**src/rtl/dio_pkg.sv**
```systemverilog
package dio_pkg;
  typedef enum logic [1:0] {
    CMD_TEST  = 2'b00,
    CMD_CTRL  = 2'b01,
    CMD_READ  = 2'b10,
    CMD_WRITE = 2'b11
  } dio_cmd_e;

  typedef enum logic [1:0] {
    ST_IDLE = 2'b00,
    ST_SO   = 2'b01,
    ST_REL  = 2'b10
  } dio_state_e;

  // bit 0 of the code marks commands that drive data to the device
  function automatic logic is_output(input logic [1:0] code);
    return code[0];
  endfunction
endpackage

```
**src/rtl/dio_tmo.sv**
```systemverilog
module dio_tmo #(
  parameter int TMO_CYC = 64
) (
  input  logic clk_i,
  input  logic rst_ni,
  input  logic run_i,
  output logic hit_o
);
  localparam int CW = (TMO_CYC > 1) ? $clog2(TMO_CYC) : 1;
  localparam logic [CW-1:0] LAST = CW'(TMO_CYC - 1);

  logic [CW-1:0] cnt_q;

  always_ff @(posedge clk_i or negedge rst_ni) begin
    if (!rst_ni)     cnt_q <= '0;
    else if (!run_i) cnt_q <= '0;
    else if (!hit_o) cnt_q <= cnt_q + 1'b1;
  end

  assign hit_o = run_i && (cnt_q == LAST);
endmodule

```
**src/rtl/dio_fsm.sv**
```systemverilog
module dio_fsm
  import dio_pkg::*;
(
  input  logic       clk_i,
  input  logic       rst_ni,
  input  logic       cmd_valid_i,
  input  logic       si_i,
  input  logic       tmo_hit_i,
  output dio_state_e state_o,
  output logic       accept_o,
  output logic       abort_o,
  output logic       done_o
);
  dio_state_e state_q, state_d;

  assign accept_o = (state_q == ST_IDLE) && cmd_valid_i;
  assign done_o   = (state_q == ST_SO) && si_i;
  assign abort_o  = (state_q == ST_SO) && !si_i && tmo_hit_i;

  always_comb begin
    state_d = state_q;
    unique case (state_q)
      ST_IDLE: if (cmd_valid_i) state_d = ST_SO;
      ST_SO: begin
        if (si_i)           state_d = ST_REL;
        else if (tmo_hit_i) state_d = ST_IDLE;
      end
      ST_REL:  if (!si_i) state_d = ST_IDLE;
      default: state_d = ST_IDLE;
    endcase
  end

  always_ff @(posedge clk_i or negedge rst_ni) begin
    if (!rst_ni) state_q <= ST_IDLE;
    else         state_q <= state_d;
  end

  assign state_o = state_q;
endmodule

```
**src/rtl/dio_din_reg.sv**
```systemverilog
module dio_din_reg #(
  parameter int DW = 16
) (
  input  logic          clk_i,
  input  logic          rst_ni,
  input  logic          load_i,
  input  logic [DW-1:0] din_i,
  input  logic          rd_i,
  output logic          rdy_o,
  output logic [DW-1:0] sbus_o
);
  logic [DW-1:0] data_q;
  logic          rdy_q;

  always_ff @(posedge clk_i or negedge rst_ni) begin
    if (!rst_ni) begin
      data_q <= '0;
      rdy_q  <= 1'b0;
    end else begin
      if (load_i) data_q <= din_i;
      // load takes priority over the read clear
      if (load_i)    rdy_q <= 1'b1;
      else if (rd_i) rdy_q <= 1'b0;
    end
  end

  assign rdy_o  = rdy_q;
  assign sbus_o = rd_i ? data_q : '0;
endmodule

```
**src/rtl/dio_seq.sv**
```systemverilog
module dio_seq
  import dio_pkg::*;
#(
  parameter int DW      = 16,
  parameter int AW      = 7,
  parameter int TMO_CYC = 64
) (
  input  logic          clk_i,
  input  logic          rst_ni,
  input  logic          cmd_valid_i,
  input  logic [1:0]    cmd_code_i,
  input  logic [AW-1:0] cmd_dev_i,
  input  logic [DW-1:0] cmd_wdata_i,
  output logic          busy_o,
  output logic          tmo_err_o,
  output logic          bus_so_o,
  output logic [1:0]    bus_cmd_o,
  output logic [AW-1:0] bus_dev_o,
  output logic [DW-1:0] bus_dout_o,
  output logic          bus_dout_en_o,
  input  logic          bus_si_i,
  input  logic [DW-1:0] bus_din_i,
  output logic          word_rdy_o,
  input  logic          rd_i,
  output logic [DW-1:0] sbus_o
);
  dio_state_e    state;
  logic          accept, abort, done, tmo_hit, so;
  logic [1:0]    code_q;
  logic [AW-1:0] dev_q;
  logic [DW-1:0] wdata_q;
  logic          tmo_q;

  dio_fsm u_fsm (
    .clk_i       (clk_i),
    .rst_ni      (rst_ni),
    .cmd_valid_i (cmd_valid_i),
    .si_i        (bus_si_i),
    .tmo_hit_i   (tmo_hit),
    .state_o     (state),
    .accept_o    (accept),
    .abort_o     (abort),
    .done_o      (done)
  );

  assign so = (state == ST_SO);

  dio_tmo #(.TMO_CYC(TMO_CYC)) u_tmo (
    .clk_i  (clk_i),
    .rst_ni (rst_ni),
    .run_i  (so),
    .hit_o  (tmo_hit)
  );

  dio_din_reg #(.DW(DW)) u_din (
    .clk_i  (clk_i),
    .rst_ni (rst_ni),
    .load_i (done && !is_output(code_q)),
    .din_i  (bus_din_i),
    .rd_i   (rd_i),
    .rdy_o  (word_rdy_o),
    .sbus_o (sbus_o)
  );

  always_ff @(posedge clk_i or negedge rst_ni) begin
    if (!rst_ni) begin
      code_q  <= '0;
      dev_q   <= '0;
      wdata_q <= '0;
      tmo_q   <= 1'b0;
    end else begin
      if (accept) begin
        code_q  <= cmd_code_i;
        dev_q   <= cmd_dev_i;
        wdata_q <= cmd_wdata_i;
      end
      if (accept)     tmo_q <= 1'b0;
      else if (abort) tmo_q <= 1'b1;
    end
  end

  assign busy_o        = (state != ST_IDLE);
  assign tmo_err_o     = tmo_q;
  assign bus_so_o      = so;
  assign bus_cmd_o     = so ? code_q : '0;
  assign bus_dev_o     = so ? dev_q : '0;
  assign bus_dout_en_o = so && is_output(code_q);
  assign bus_dout_o    = bus_dout_en_o ? wdata_q : '0;
endmodule

```
**config.mk**
```make
export PLATFORM = sky130hd
export DESIGN_NAME = dio_seq
export DESIGN_NICKNAME = d
export VERILOG_FILES = /design/src/rtl/dio_pkg.sv /design/src/rtl/dio_tmo.sv /design/src/rtl/dio_fsm.sv /design/src/rtl/dio_din_reg.sv /design/src/rtl/dio_seq.sv
export SDC_FILE = /design/constraint.sdc
export NUM_CORES = 1
export LEC_CHECK = 0
export BUFFER_PORTS_ARGS = -buffer_cell sky130_fd_sc_hd__buf_2
export CAP_MARGIN = 20
export CORE_ASPECT_RATIO = 2
export CORE_MARGIN = 4
export CORE_UTILIZATION = 48
export CTS_CLUSTER_DIAMETER = 60
export DETAILED_ROUTE_END_ITERATION = 10
export PLACE_DENSITY = 0.83
export SETUP_SLACK_MARGIN = 0.3
export SLEW_MARGIN = 20
export SYNTH_ARGS = -nofsm -noshare
export SYNTH_HDL_FRONTEND = slang
export SYNTH_SLANG_ARGS = --single-unit
```
**constraint.sdc**
```tcl
create_clock -name clk_i -period 2.2 [get_ports clk_i]
set_input_delay 0.66 -clock clk_i [delete_from_list [all_inputs] [get_ports clk_i]]
set_output_delay 0.66 -clock clk_i [all_outputs]
set_load 0.01 [all_outputs]
```
==> key figures <==
Status
  – Outcome: finished clean

Power and ir drop
  – PwrDens: 1270 nW/um2
  – Max IR drop VDD: 0.796 mV
  – Leakage power: between 1.5 and 2 nW

Synthesis
  – Ys Warns: 0
  – Syn_area_per_cell: 13.0 um2
  – Syn nets: 229
  – Netlist cell types: 33
  – Post-Syn Area: 2360 um2
  – Synth Instances: around 180
  – Most common cell in the netlist: dfrtp_1
  – Commonest cells post-synth: dfrtp_1, mux2_2, and2_1
  – Top cell type's share of synthesized area: 54.0%
  – Number of synthesized flops with an enable pin: 0
  – Flops & latches, synth: 51
  – Post-synth top area cell: dfrtp_1
  – Register area share after synthesis: 54.0%
  – Top cells by area, synth: dfrtp_1, mux2_2, and2_1, mux2_4, and3_1
  – Main synth FF type: dfrtp_1
  – Fraction of registers with async set/reset: 100%

Critical path
  – FF-to-FF setup slack: 530 ps
  – Worst EP required: 1540 ps
  – Startpoint Class: flop
  – WS Path Type: flop to output pin
  – Largest fanout on the critical path: 14
  – Setup crit end kind: output pin
  – CP arrival: about 1400 ps

Drt
  – Final ANT Viol Nets: 0
  – WL final: 5160 um
  – Via count: 1,732
  – DR WL/cell: 15.4 um
  – 1st-pass router iterations: 5
  – Drt drc: 0
  – Drt initial violations: 26
  – DR vias/cell: 5.19

Final layout
  – Area delta synth->final: 31.7%
  – Final nets: 325
  – Diodes inserted: 0
  – Fin area: 3110 um2
  – Share of cells above drive strength 1: roughly 58%

Floorplan
  – Site row count: 35
  – Die W: 57.6 um
  – Core ar.: around 4700 um2
  – Chip Height: 107 um
  – IO Count: between 90 and 100
  – Die area: 6180 um2
  – Initial core utilization: between 50% and 60%

STA
  – Clock Skews: just over 9 ps
  – Max Clk Rate: between 400 and 500 MHz
  – Setup Viol. Count Final: 0
  – RSZ-0062 raised after global routing: yes
  – Relative slew margins: 77.0%
  – Final slew viol count: 0
  – Fin crit share: 92.6%
  – Final Hold Fails: 0
  – Worst Max-Slew Pin Slew: 345 ps
  – Final Critical Period: between 2000 and 2500 ps
  – Accumulated negative setup slack: 0 ps

GRT
  – GRT overflow: 0
  – Largest net degree at the start of global routing: 52
  – Initial antenna violation count: 0
  – Number of global-route vias before repair: roughly 1,800
  – GRT Overall Usage: 16.9%
  – Global-route wire length before repair: between 8000 and 9000 um

Clocking
  – CTS tree: done
  – CTS Buf Count: 5
  – Root buf cell: clkbuf_8
  – CTS H-tree depth: 2
  – Worst-path clk slew: 90 ps
  – Clock sinks: 51
  – Max clock buf depth: 2
  – Clk_lat worst skew: 290 ps
  – Hold_buf cts: 0

Min path
  – Hold/Removal Path Class: input port to async pin

Placed design
  – Port Buf Inserts: 91
  – Hpwl dp: ~3700 um
  – Placed cell area: 2850 um2
  – Gpl congestion: between 0.7 and 0.8

Flow run
  – Max cap viols: 0
[final timing paths]
check	end	depth (start not counted)	start
worst max-delay path	bus_dout_o[4]	5	u_fsm.state_o[1]
worst min register to register	u_din.rdy_o	1	u_din.rdy_o
worst min-delay path	wdata_q[4]	2	rst_ni
min in group clk_i	u_din.rdy_o	1	u_din.rdy_o
worst max register to register	u_din.data_q[6]	5	u_fsm.state_o[1]
max in group asynchronous	u_tmo.cnt_q[3]	2	rst_ni
[critical path, cell delays in order (launching register included)]
cell and delay [ps]:
dfrtp_1 400, nand2b_4 170, inv_6 90, buf_16 140, and3_1 160, buf_2 130
[logic make-up after synthesis]
kind of cell / share of synthesized area, %
buf+inv: 4.39
compound gates: 3.34
simple gates: 16.4
xor+xnor: 0.371
flops: 54.0
mux: 21.0
fa+ha+maj: 0.529
[through the flow]
stage / worst slack [ps] / hold WS, ps / util, % / cells / total power [mW]
2_1_floorplan: 335 / 364 / - / 182 / 2.69
3_3_place_gp: 360 / 474 / 60.7 / 321 / 3.08
3_5_place_dp: 328 / 479 / 60.7 / 321 / 3.14
4_1_cts: 154 / 345 / 63.8 / 331 / 3.80
5_1_grt: 101 / 343 / 66.4 / 334 / 4.23
6_report: 162 / 334 / 66.4 / 334 / 3.97
[where the power goes]
group / switching [mW] / internal, mW / leakage (nW) / total, mW
Clock: 0.287 / 0.224 / 0.0422 / 0.511
Combinational: 0.730 / 1.10 / 0.935 / 1.83
Sequential: 0.263 / 1.36 / 0.617 / 1.62
[registers in the layout (all words and copies together) (netlist names)]
signal and count:
tmo_err_o 1, u_tmo.cnt_q 6, code_q 2, u_din.rdy_o 1, u_din.data_q 16, wdata_q 16
u_fsm.state_o 2, dev_q 7
[per-layer routing]
metal  routed length (um)  global-route usage [%]  up-vias  part of all wire (%)
met1                 1900                    18.4      838                    37
li1                     -                       -      813                     -
met5                    0                       0        -                     0
met4                  174                    8.79        0                   3.4
met3                  373                    4.58       12                   7.2
met2                 2710                    29.1       69                    53
[layout make-up]
cell class / count / area, um2
Sequential cell: 51 / 1280
Tap cell: 55 / 68.8
Inverter: 5 / 23.8
Clock buffer: 7 / 76.3
Clock inverter: 1 / 5.00
Timing Repair Buffer: 100 / 644
Multi-Input combinational cell: 115 / 1020
Fill cell: 355 / 1570
[placed cells by master, fill, tap and decap left out, types with 2 or more instances in the layout]
cell,instances
nor3_1,3
o21ai_0,2
mux2_4,9
dfrtp_1,50
nand3_1,3
buf_6,9
and3_4,6
and2_1,24
nand2_1,3
nor2_1,3
clkbuf_1,2
mux2_2,32
and3_1,12
inv_1,4
buf_4,5
buf_2,81
clkbuf_8,5
buf_12,2
[timing repair]
item,in CTS,in global routing
setup buffers,1,2
cloned,1,1
setup endpoints to repair,27,29
pin swaps,0,0
resized for setup,9,16
No activity file was read; power rests on OpenSTA's default activity.
